`src/rtl/arb_pkg.sv`:
```
package arb_pkg;
    localparam int RDY_W = 2;
    localparam logic [RDY_W-1:0] RDY_WAIT = '1;
    localparam logic [RDY_W-1:0] RDY_DONE = '0;
endpackage

```
`src/rtl/arb_hold_slot.sv`:
```
module arb_hold_slot #(
    parameter int AW = 8,
    parameter int DW = 32
) (
    input  logic          clk,
    input  logic          rst_n,
    input  logic          in_rd,
    input  logic          in_wr,
    input  logic [AW-1:0] in_addr,
    input  logic [DW-1:0] in_wdata,
    input  logic          take,
    output logic          out_req,
    output logic          out_held,
    output logic          out_rd,
    output logic          out_wr,
    output logic [AW-1:0] out_addr,
    output logic [DW-1:0] out_wdata
);
    typedef struct packed {
        logic          vld;
        logic          rd;
        logic [AW-1:0] addr;
        logic [DW-1:0] wdata;
    } slot_t;

    slot_t st_d, st_q;
    logic  live;

    assign live = in_rd | in_wr;

    always_comb begin
        st_d = st_q;
        if (take) begin
            st_d.vld = 1'b0;
        end else if (!st_q.vld && live) begin
            st_d.vld   = 1'b1;
            st_d.rd    = in_rd;
            st_d.addr  = in_addr;
            st_d.wdata = in_wdata;
        end
    end

    always_ff @(posedge clk or negedge rst_n) begin
        if (!rst_n) st_q <= '0;
        else        st_q <= st_d;
    end

    assign out_req   = st_q.vld | live;
    assign out_held  = st_q.vld;
    assign out_rd    = st_q.vld ? st_q.rd    : in_rd;
    assign out_wr    = st_q.vld ? !st_q.rd   : (in_wr && !in_rd);
    assign out_addr  = st_q.vld ? st_q.addr  : in_addr;
    assign out_wdata = st_q.vld ? st_q.wdata : in_wdata;


    slot_hold_chk: assert property (@(posedge clk) disable iff (!rst_n)
        (st_q.vld && !take) |=> (st_q.vld && $stable(st_q.addr) && $stable(st_q.rd)
                                 && $stable(st_q.wdata)));
endmodule

```
`src/rtl/arb_prio_pick.sv`:
```
module arb_prio_pick #(
    parameter int N  = 3,
    parameter int IW = 2
) (
    input  logic          en,
    input  logic [N-1:0]  req,
    output logic [N-1:0]  gnt,
    output logic [IW-1:0] gnt_idx,
    output logic          any
);
    logic [N:0] seen;
    assign seen[0] = 1'b0;

    for (genvar i = 0; i < N; i++) begin : g_chain
        assign seen[i+1] = seen[i] | req[i];
        assign gnt[i]    = en & req[i] & ~seen[i];
    end

    always_comb begin
        gnt_idx = '0;
        for (int i = 0; i < N; i++) begin
            if (gnt[i]) gnt_idx = IW'(i);
        end
    end

    assign any = |gnt;
endmodule

```
`src/rtl/arb_rd_hold.sv`:
```
module arb_rd_hold #(
    parameter int DW = 32
) (
    input  logic          clk,
    input  logic          rst_n,
    input  logic          cap,
    input  logic [DW-1:0] in_data,
    output logic [DW-1:0] out_data
);
    logic [DW-1:0] data_d, data_q;

    always_comb begin
        data_d = data_q;
        if (cap) data_d = in_data;
    end

    always_ff @(posedge clk or negedge rst_n) begin
        if (!rst_n) data_q <= '0;
        else        data_q <= data_d;
    end

    assign out_data = cap ? in_data : data_q;


    rd_hold_chk: assert property (@(posedge clk) disable iff (!rst_n)
        !cap |=> (cap || $stable(out_data)));
endmodule

```
`src/rtl/shared_slave_arbiter.sv`:
```
module shared_slave_arbiter #(
    parameter int N_MST = 3,
    parameter int AW    = 8,
    parameter int DW    = 32
) (
    input  logic                  clk,
    input  logic                  rst_n,
    input  logic [N_MST-1:0]      m_rd,
    input  logic [N_MST-1:0]      m_wr,
    input  logic [N_MST*AW-1:0]   m_addr,
    input  logic [N_MST*DW-1:0]   m_wr_data,
    output logic [N_MST*DW-1:0]   m_rd_data,
    output logic [N_MST*2-1:0]    m_rdy_cnt,
    output logic                  s_rd,
    output logic                  s_wr,
    output logic [AW-1:0]         s_addr,
    output logic [DW-1:0]         s_wr_data,
    input  logic [DW-1:0]         s_rd_data,
    input  logic [1:0]            s_rdy_cnt
);
    import arb_pkg::*;

    localparam int IW = (N_MST > 1) ? $clog2(N_MST) : 1;

    typedef struct packed {
        logic          busy;
        logic          rd;
        logic [IW-1:0] owner;
    } own_t;

    own_t own_d, own_q;

    logic [N_MST-1:0] req, held, gnt, cap, sl_rd, sl_wr;
    logic [AW-1:0]    sl_addr  [N_MST];
    logic [DW-1:0]    sl_wdata [N_MST];
    logic [IW-1:0]    gnt_idx;
    logic             any_gnt, free, done_now;

    assign free     = (s_rdy_cnt == RDY_DONE);
    assign done_now = own_q.busy && free;

    for (genvar i = 0; i < N_MST; i++) begin : g_port
        arb_hold_slot #(.AW(AW), .DW(DW)) u_slot (
            .clk      (clk),
            .rst_n    (rst_n),
            .in_rd    (m_rd[i]),
            .in_wr    (m_wr[i]),
            .in_addr  (m_addr[i*AW +: AW]),
            .in_wdata (m_wr_data[i*DW +: DW]),
            .take     (gnt[i]),
            .out_req  (req[i]),
            .out_held (held[i]),
            .out_rd   (sl_rd[i]),
            .out_wr   (sl_wr[i]),
            .out_addr (sl_addr[i]),
            .out_wdata(sl_wdata[i])
        );

        assign cap[i] = done_now && own_q.rd && (own_q.owner == IW'(i));

        arb_rd_hold #(.DW(DW)) u_hold (
            .clk     (clk),
            .rst_n   (rst_n),
            .cap     (cap[i]),
            .in_data (s_rd_data),
            .out_data(m_rd_data[i*DW +: DW])
        );

        assign m_rdy_cnt[i*2 +: 2] =
            held[i]                                     ? RDY_WAIT  :
            (own_q.busy && (own_q.owner == IW'(i)))     ? s_rdy_cnt :
                                                          RDY_DONE;
    end

    arb_prio_pick #(.N(N_MST), .IW(IW)) u_pick (
        .en     (free),
        .req    (req),
        .gnt    (gnt),
        .gnt_idx(gnt_idx),
        .any    (any_gnt)
    );

    always_comb begin
        s_rd      = 1'b0;
        s_wr      = 1'b0;
        s_addr    = '0;
        s_wr_data = '0;
        for (int i = 0; i < N_MST; i++) begin
            if (gnt[i]) begin
                s_rd      = sl_rd[i];
                s_wr      = sl_wr[i];
                s_addr    = sl_addr[i];
                s_wr_data = sl_wdata[i];
            end
        end
    end

    always_comb begin
        own_d = own_q;
        if (done_now) own_d.busy = 1'b0;
        if (any_gnt) begin
            own_d.busy  = 1'b1;
            own_d.owner = gnt_idx;
            own_d.rd    = s_rd;
        end
    end

    always_ff @(posedge clk or negedge rst_n) begin
        if (!rst_n) own_q <= '0;
        else        own_q <= own_d;
    end


    one_grant_chk: assert property (@(posedge clk) disable iff (!rst_n)
        $onehot0(gnt));

    issue_idle_chk: assert property (@(posedge clk) disable iff (!rst_n)
        (s_rd || s_wr) |-> (s_rdy_cnt == RDY_DONE));

    pend_bound_chk: assert property (@(posedge clk) disable iff (!rst_n)
        $countones(held) <= N_MST - 1);

    rd_wr_excl_chk: assert property (@(posedge clk) disable iff (!rst_n)
        !(s_rd && s_wr));
endmodule

```
`config.mk`:
```
export PLATFORM = sky130hd
export DESIGN_NAME = shared_slave_arbiter
export DESIGN_NICKNAME = d
export VERILOG_FILES = /design/src/rtl/arb_pkg.sv /design/src/rtl/arb_hold_slot.sv /design/src/rtl/arb_prio_pick.sv /design/src/rtl/arb_rd_hold.sv /design/src/rtl/shared_slave_arbiter.sv
export SDC_FILE = /design/constraint.sdc
export NUM_CORES = 1
export LEC_CHECK = 0
export ABC_AREA = 1
export ABC_CLOCK_PERIOD_IN_PS = 3210
export BUFFER_PORTS_ARGS = -buffer_cell sky130_fd_sc_hd__buf_2
export CORE_ASPECT_RATIO = 1.4
export CORE_MARGIN = 4
export CORE_UTILIZATION = 50
export CTS_BUF_LIST = sky130_fd_sc_hd__clkbuf_4
export CTS_CLUSTER_SIZE = 25
export DETAILED_ROUTE_END_ITERATION = 6
export PLACE_DENSITY = 0.77
export SLEW_MARGIN = 20
export SYNTH_ARGS = -nofsm -noshare
export SYNTH_HDL_FRONTEND = slang
export SYNTH_SLANG_ARGS = --single-unit
```
`constraint.sdc`:
```
create_clock -name clk -period 3.21 [get_ports clk]
set_clock_uncertainty 0.15 [all_clocks]
set_input_delay 0.4815 -clock clk [delete_from_list [all_inputs] [get_ports clk]]
set_output_delay 0.4815 -clock clk [all_outputs]
set_load 0.03 [all_outputs]
```
==> flow_summary.toml <==
[clock_network]
cts_max_level = 2
clkLatencyLatePin_ps = 640
cts_buffers = 54
cts-root-buf = "clkbuf_4"
clkSinkCount = 226
ctsLongestPathBuffers = 3
cts_tree = "built"
cts.clk_slew.worst_paths_ps = 60

[layout]
ff_latch_area_um2 = 5660
areaGrowthSynthToFinish_pct = 36.40
multi_input_area_um2 = 4390
drive_gt1_share_pct = 23.41
stdcell_area_um2 = 14850
nNetsFinal = 2036
fillers = 1641

[timing]
period_share_pct = 96.56
rsz0062_at_grt = "no"
fin_crit_ps = 3100
final.setup.tns_ps = 0
hold_viol = 0
max_freq_mhz = 322.6
tightest_slew_ps = 1024
slew_viol_final = 0
finalSetupViolCount = 0
max_slew_margin_pct = 31.55

[pwr]
p_leak_nw = 8.158
p_int_w = 0.005320
p_seq_share_pct = 44.0
switching_power_w = 0.002921
power_density_nw_per_um2 = 555.0
vdd_drop_max_v = 0.0005652
combinationalPowerShare_pct = 28.6
clkPwrFrac_pct = 27.4
netSwitchingFraction_pct = 35.45

[grt]
grt_usage_pct = 29.03
grt_max_degree = 83
grt_pass1_vias = 11780
grt_pass1_wl_um = 57750
antenna_found_initial = 3
overflow = 0

[critical_path]
end_kind = "primary output"
cp_common_cell = "nand2_1"
crit_type = "flip-flop to primary output"
required_ps = 2580
path_max_fanout = 26
cp_num_buf_inv = 4
path_delay_family = "buffers and inverters"
critPathLaunchType = "flip-flop"
crit_slowest_cell = "dfrtp_4"
max_stage_delay_ps = 610
timing.critical_path.arrival_ps = 2470
path_cells = "inv_2 > nand3_4 > nand2_1 > inv_4 > buf_12 > nand2_1 > nand3_1 > buf_2"

[floorplan]
dieArea_um2 = 24230
floorplan.io_pins = 306
die_w_um = 132.7
num_rows = 63
die_y_um = 182.6
initial_core_util_pct = 51.15
core-area_um2 = 21280

[logic_synthesis]
ys_seq_elements = 226
synthTopCellsByArea = "dfrtp_1, nand2_1, o21ai_0, nand3_1, inv_1"
synth_top_area_share_pct = 51.95
yosysSeqAreaShare_pct = 51.95
syn_inst = 1427
yosys.area.top_type = "dfrtp_1"
yosys_warnings = 0
syn_avg_cell_area_um2 = 7.628
syn_area_um2 = 10890
synth.distinct_cells = 23
synth_nets = 1589

[routing]
avgRoutedWirePerCell_um = 16.88
ant_nets = 0
routed_wl_um = 36800
drc_errors = 0
routed_via_density = 5.369
dr.pass1.iters = 5
drt_iter0_drc = 751
routed-via-count = 11700

[status]
status = "finished, final reports clean"

[placed_design]
gp_congestion = 0.8565
place.detailed.hpwl_um = 21350
io_buffers = 305
dpl_cell_area_um2 = 12570

[hold_path]
hold_path_class = "primary input to flip-flop"

[flow_run]
cap_violations = 0
-- sequential cells by signal, summed over array words and instances, names as in the netlist --
signal                  cells
g_port.u_slot.out_held      3
own_q                       4
g_port.u_slot.st_q        123
g_port.u_hold.data_q       96
-- placed cells by master (no fill, tap or decap), drive strengths merged --
master | Yosys | final
nand2 | 564 | 564
buf | 59 | 328
o21ai | 269 | 269
dfrtp | 226 | 226
dlygate4sd3 | 0 | 147
nand3 | 133 | 137
inv | 130 | 129
clkbuf | 30 | 80
clkinv | 0 | 18
nor2 | 11 | 11
diode | 0 | 6
or2 | 2 | 2
a21oi | 1 | 1
nand4 | 1 | 1
a22oi | 1 | 1
-- cell usage after synthesis (all sizes together) --
cell and n:
a21oi 1, a22oi 1, buf 59, clkbuf 30, dfrtp 226, inv 130, nand2 564, nand3 133
nand4 1, nor2 11, o21ai 269, or2 2
-- repair_timing --
item / CTS / global route
gates resized for setup: 3 / 13
endpoints found under the hold margin: 243 / 0
setup buffers: 4 / 0
endpoints found under the setup margin: 39 / 77
hold buffers: 147 / 0
pin swaps: 2 / 3
gates cloned: 0 / 5
-- worst paths after layout --
kind                                                       start                                     to  slack, ps  cells after the start
max                        g_port[0].u_slot.out_held$_DFFE_PN0P_                           s_wr_data[0]        110                      8
min                                                      m_rd[0]  g_port[0].u_slot.st_q[40]$_DFFE_PN0P_         50                      3
max reg2reg                g_port[2].u_slot.out_held$_DFFE_PN0P_  g_port[2].u_slot.st_q[34]$_DFFE_PN0P_        480                      4
min reg2reg                g_port[2].u_slot.st_q[31]$_DFFE_PN0P_  g_port[2].u_slot.st_q[31]$_DFFE_PN0P_        320                      2
max in group asynchronous                                  rst_n  g_port[1].u_slot.st_q[38]$_DFFE_PN0P_       1820                      3
min in group asynchronous                                  rst_n  g_port[1].u_slot.st_q[16]$_DFFE_PN0P_        260                      2
-- through the flow --
step           worst slack, ps  total power [W]  util [%]  hold slack [ps]  cells
6_report                 110.5         0.008241     69.76            47.42   2180
5_1_grt                  10.80         0.008727     69.74            28.17   2178
4_1_cts                  13.08         0.008235     69.27            2.394   2169
3_5_place_dp             360.1         0.005821     59.04            308.5   1922
3_3_place_gp             442.6         0.005747     59.04            303.2   1922
2_1_floorplan            759.0         0.005084         -            35.91   1427
-- cells by family after synthesis --
group / Yosys count / synth area share [%]
AO/OA/AOI/OAI: 271 / 12.52
flip-flops: 226 / 51.95
AND/OR/NAND/NOR: 711 / 26.99
buffers and inverters: 219 / 8.540
-- worst register-to-register path: stages (launching register included) --
cell	delay, ps
dfrtp_1	530
nor2_4	860
nand2_2	740
nand2_1	240
nand2_1	80
-- area by class of cell --
| class | instances | share of cell area, % |
|---|---|---|
| clock buffers | 80 | 4.045 |
| diodes | 6 | 0.1011 |
| flip-flops and latches | 226 | 38.12 |
| repair buffers | 475 | 22.17 |
| repair inverters | 1 | 0.03371 |
| multi-input cells | 986 | 29.57 |
| inverters | 130 | 3.354 |
| well taps | 260 | 2.191 |
| clock inverters | 16 | 0.4129 |
-- power by group through the flow --
stage | combinational [W] | sequential, W | clock, W
finish | 0.00236 | 0.00363 | 0.00226
CTS | 0.00231 | 0.00362 | 0.00231
global route | 0.00259 | 0.00368 | 0.00246
detailed placement | 0.00215 | 0.00367 | 0
floorplan | 0.00148 | 0.00361 | 0
global placement | 0.00211 | 0.00364 | 0
-- per-layer routing --
metal / vias up / wire (um) / GRT usage, %
li1: 5463 / - / -
met1: 5446 / 13700 / 33.50
met2: 636 / 18130 / 49.54
met3: 159 / 2982 / 7.005
met4: 0 / 1992 / 16.18
met5: - / 0 / 0
No activity file was read; power rests on OpenSTA's default activity.
